<file path="src/rtl/pipe_pkg.sv">
package pipe_pkg;
    localparam int ID_W       = 8;
    localparam int LAT_W      = 3;
    localparam int NUM_STAGES = 5;
    localparam int EXEC_IDX   = 3;
    localparam int STORE_IDX  = NUM_STAGES - 1;

    typedef struct packed {
        logic             valid;
        logic [ID_W-1:0]  id;
        logic [LAT_W-1:0] lat;
    } token_t;

    localparam token_t EMPTY_TOKEN = '0;

    function automatic logic has_cycles_left(token_t t, logic [LAT_W-1:0] left);
        return t.valid && (left != '0);
    endfunction
endpackage

</file>
<file path="src/rtl/pipe_slot.sv">
module pipe_slot
    import pipe_pkg::*;
(
    input  logic   clk,
    input  logic   rst,
    input  logic   adv,
    input  token_t d,
    output token_t q
);
    always_ff @(posedge clk) begin
        if (rst) begin
            q <= EMPTY_TOKEN;
        end else if (adv) begin
            q <= d;
        end
    end
endmodule

</file>
<file path="src/rtl/exec_slot.sv">
module exec_slot
    import pipe_pkg::*;
(
    input  logic   clk,
    input  logic   rst,
    input  token_t d,
    output token_t q,
    output logic   busy
);
    logic [LAT_W-1:0] left;

    assign busy = has_cycles_left(q, left);

    always_ff @(posedge clk) begin
        if (rst) begin
            q    <= EMPTY_TOKEN;
            left <= '0;
        end else if (busy) begin
            left <= left - 1'b1;
        end else begin
            q    <= d;
            left <= d.valid ? d.lat : '0;
        end
    end
endmodule

</file>
<file path="src/rtl/stall_pipe.sv">
module stall_pipe
    import pipe_pkg::*;
(
    input  logic             clk,
    input  logic             rst,
    input  logic             in_valid,
    input  logic [ID_W-1:0]  in_id,
    input  logic [LAT_W-1:0] in_lat,
    output logic             in_ready,
    output logic             ret_valid,
    output logic [ID_W-1:0]  ret_id,
    output logic [NUM_STAGES-1:0] occ
);
    token_t stg [NUM_STAGES];
    token_t in_tok;
    token_t store_d;
    logic   stall;

    assign in_tok.valid = in_valid;
    assign in_tok.id    = in_id;
    assign in_tok.lat   = in_lat;

    genvar gi;
    generate
        for (gi = 0; gi < EXEC_IDX; gi++) begin : g_front
            if (gi == 0) begin : g_fetch
                pipe_slot u_slot (.clk(clk), .rst(rst), .adv(!stall),
                                  .d(in_tok), .q(stg[gi]));
            end else begin : g_mid
                pipe_slot u_slot (.clk(clk), .rst(rst), .adv(!stall),
                                  .d(stg[gi-1]), .q(stg[gi]));
            end
        end
        for (gi = 0; gi < NUM_STAGES; gi++) begin : g_occ
            assign occ[gi] = stg[gi].valid;
        end
    endgenerate

    exec_slot u_exec (
        .clk  (clk),
        .rst  (rst),
        .d    (stg[EXEC_IDX-1]),
        .q    (stg[EXEC_IDX]),
        .busy (stall)
    );

    assign store_d = stall ? EMPTY_TOKEN : stg[EXEC_IDX];

    pipe_slot u_store (.clk(clk), .rst(rst), .adv(1'b1),
                       .d(store_d), .q(stg[STORE_IDX]));

    assign in_ready  = !stall;
    assign ret_valid = stg[STORE_IDX].valid;
    assign ret_id    = stg[STORE_IDX].id;
endmodule

</file>
<file path="config.mk">
export PLATFORM = sky130hd
export DESIGN_NAME = stall_pipe
export DESIGN_NICKNAME = d
export VERILOG_FILES = /design/src/rtl/pipe_pkg.sv /design/src/rtl/pipe_slot.sv /design/src/rtl/exec_slot.sv /design/src/rtl/stall_pipe.sv
export SDC_FILE = /design/constraint.sdc
export NUM_CORES = 1
export LEC_CHECK = 0
export ABC_AREA = 1
export BUFFER_PORTS_ARGS = -buffer_cell sky130_fd_sc_hd__buf_4
export CORE_MARGIN = 4
export CORE_UTILIZATION = 57
export DETAILED_ROUTE_END_ITERATION = 10
export PLACE_DENSITY = 0.9
export RECOVER_POWER = 25
export SETUP_SLACK_MARGIN = 0.4
export SKIP_LAST_GASP = 1
export SYNTH_ARGS = -nofsm -noshare
export SYNTH_HDL_FRONTEND = slang
export SYNTH_SLANG_ARGS = --single-unit
</file>
<file path="constraint.sdc">
create_clock -name clk -period 1.7 [get_ports clk]
set_input_delay 0.17 -clock clk [delete_from_list [all_inputs] [get_ports clk]]
set_output_delay 0.17 -clock clk [all_outputs]
set_load 0.005 [all_outputs]
</file>
==> reports/qor.txt <==
Status: finished, final reports clean
Reg2reg setup slack: 30 ps
Die height: 73.5 µm
Worst vdd ir: 0.805 mV
GR Overflow Total: 0
Worst path slowest cell: dfxtp_1
RePlAce Congestion: 0.748
Synth cell types: 15
Minimum clock period: 1670 ps
Cell count of the worst reg-to-reg path: 9
Lkg Pwr: 1.41 nW
Post-synthesis mux area share: 0%
Crit-path cells: inv_2 > ha_4 > ha_4 > buf_12 > nor2_4 > buf_6 > clkbuf_16 > nor2_4 > nor2_1
# fillers: 238
Vias in the first global route: 2078
Most common cell after layout, fill and taps aside: nor2_1
Largest net degree at the start of global routing: 50
Compound-Gate Fraction of Synth Area: 0.205%
First-pass GRT wire length: 9.07 mm
# setup viols final: 0
Post-Syn Area: 2440 µm²
Via Count: 2305
Final TNS setup: 0 ps
Critical path type: reg -> reg
DP HPWL: 2.62 mm
Buffers on Ports: 28
MaxCap Viol Count: 0
Clock Latency Late Sink: 350 ps
DR WL/cell: 16.4 µm
Ys Warns: 0
Fraction of the mapped netlist area in simple logic gates: 34.5%
Overall power: 3.30 mW
Root Driver: clkbuf_8
Worst slack at placement: 246 ps
Worst hold endpoint: g_front[0].g_fetch.u_slot.q[8]
Nets: 392
CP required: 1960 ps
Post-Route WL: 7.06 mm
Worst-Margin Slew: 507 ps
Initial antenna violation count: 0
CTS clock-pin slew for the worst setup and hold paths: 70 ps
Final instance area: 3290 µm²
Clk sinks: 57
Layout cell share with drive strength beyond 1: 31.8%
Worst Path Arrival: 1920 ps
Avg Inst Size Synth: 7.05 µm²
Sequential share of the synthesized area: 46.7%
Syn_nets: 363
Routed Antenna Nets: 0
Cell Area, Placed: 2540 µm²
CTS tree: built
CP max FO: 8
Die area: 5400 µm²
Startpoint Class: register
Cells after Synth: 347
Cell Pwr Density: 1000 nW/µm²
Drt pass-1 iters: 5
CTS H-tree lvls: 3
Clock Path Buffers: 2
Worst slew margin: 66.2%
Row Count: 23
Worst min-delay path class: in -> reg
Initial Util: 59.8%
Hold path depth: 3
Die Width: 73.5 µm
Crit share post-route: 97.9%
Largest family of logic cells by synthesized area: simple AND/OR/NAND/NOR gates
GR Util All Layers: 21.9%
Num CTS Buffers: 9
Final hold vios: 0
Post-Synth Adder-Cell Area: 1.02%
RSZ-0062 raised after global routing: true
Worst R2R Start: u_exec.left[0]
Clock skew: 13.4 ps
Initial drt markers: 198
Synth Area in XOR/XNOR: 0%
Reg2reg end: g_front[2].g_mid.u_slot.q[9]
Final worst-path setup slack: 34.9 ps
DRC viols: 0
ANT cells: 0
Max-slew violation count: 0
Min-delay src: in_id[5]
Synthesized flop and latch total: 57
Most frequent cells in the layout: 64 x nor2_1, 56 x dfxtp_1, 51 x nand2_1, 49 x inv_1, 36 x nand3_1
Achievable Freq: 0.601 GHz
CP peak stage delay: 340 ps
CP endpoint kind: register
Vias/cell: 5.35
Core Box Area: 4090 µm²
Layout area overhead: 34.6%
I/O Pins: 29
==> worst max path at each step <==
stage / from / to / slack [ps] / depth (start not counted)
global placement: u_exec.left[0] / g_front[0].g_fetch.u_slot.q[5] / 280 / 8
finish: u_exec.left[0] / g_front[2].g_mid.u_slot.q[9] / 30 / 9
floorplan: u_exec.left[0] / g_front[0].g_fetch.u_slot.q[11] / 420 / 8
global route: u_exec.left[0] / g_front[2].g_mid.u_slot.q[9] / 6 / 9
CTS: u_exec.left[0] / g_front[2].g_mid.u_slot.q[2] / 260 / 9
detailed placement: u_exec.left[0] / g_front[0].g_fetch.u_slot.q[10] / 250 / 8
==> cell type report <==
| cell class | instances | area (µm²) | share of cell area [%] |
|---|---|---|---|
| timing repair buffer | 49 | 522 | 15.8 |
| inverter | 53 | 201 | 6.12 |
| clock inverter | 6 | 130 | 3.95 |
| tap | 50 | 62.6 | 1.90 |
| clock buffer | 10 | 128 | 3.88 |
| multi-input combinational | 206 | 1110 | 33.6 |
| sequential | 57 | 1140 | 34.7 |
==> sequential cells by signal, summed over array words and instances, names as in the netlist <==
name and count:
u_exec.q 9, g_front.g_mid.u_slot.q 24, g_front.g_fetch.u_slot.q 12, u_store.q 9, u_exec.left 3
==> synth_stat cells <==
library cell	count	area (µm²)
nand3_1	45	225
nand2_4	1	11.3
buf_6	5	56.3
buf_4	18	135
nor2_4	1	11.3
nor2_2	3	18.8
inv_2	2	7.51
inv_1	51	191
nand2_1	53	199
a21oi_1	1	5.00
nand2_2	1	6.26
ha_1	2	25.0
dfxtp_1	57	1140
nor2_1	99	372
buf_2	8	40.0
==> logic make-up (layout without fill, tap and decap cells) <==
logic type | count (synthesis) | after routing
AND/OR/NAND/NOR | 203 | 203
AO/OA/AOI/OAI | 1 | 1
buffers and inverters | 84 | 118
adder cells (fa/ha/maj) | 2 | 2
flip-flops | 57 | 57
==> worst max-delay path: cells and delay by family (launching register included) <==
kind	cells	cell delay, ps
buffers and inverters	4	500
AND/OR/NAND/NOR	3	380
flip-flops	1	340
adder cells (fa/ha/maj)	2	330
==> timing repair <==
action,CTS,global route
cloned,1,4
endpoints found under the hold margin,1,0
setup buffers,5,3
endpoints found under the setup margin,46,57
hold buffers,1,0
resized for setup,13,77
pin swaps,3,34
==> power by group <==
group / internal, mW / leakage [nW] / total, mW / switching (mW)
Combinational: 0.0879 / 0.810 / 0.189 / 0.101
Sequential: 1.38 / 0.466 / 1.41 / 0.0308
Clock: 1.12 / 0.130 / 1.70 / 0.583
Total: 2.58 / 1.41 / 3.30 / 0.716
==> layer usage <==
layer  share of wire [%]  vias up  track usage [%]
met5                   0        -                0
met3                 7.3       33             6.43
met2                  50      131             37.1
met4                 5.1        0             10.7
li1                    -     1074                -
met1                  38     1067             24.9
==> through the flow <==
step	utilization [%]	std cells	hold slack, ps
floorplan	-	347	239
global placement	62.2	401	334
detailed placement	62.2	401	349
CTS	72.0	424	50.9
global route	80.6	431	26.2
finish	80.6	431	25.2
Power figures use the tool's default switching activity.
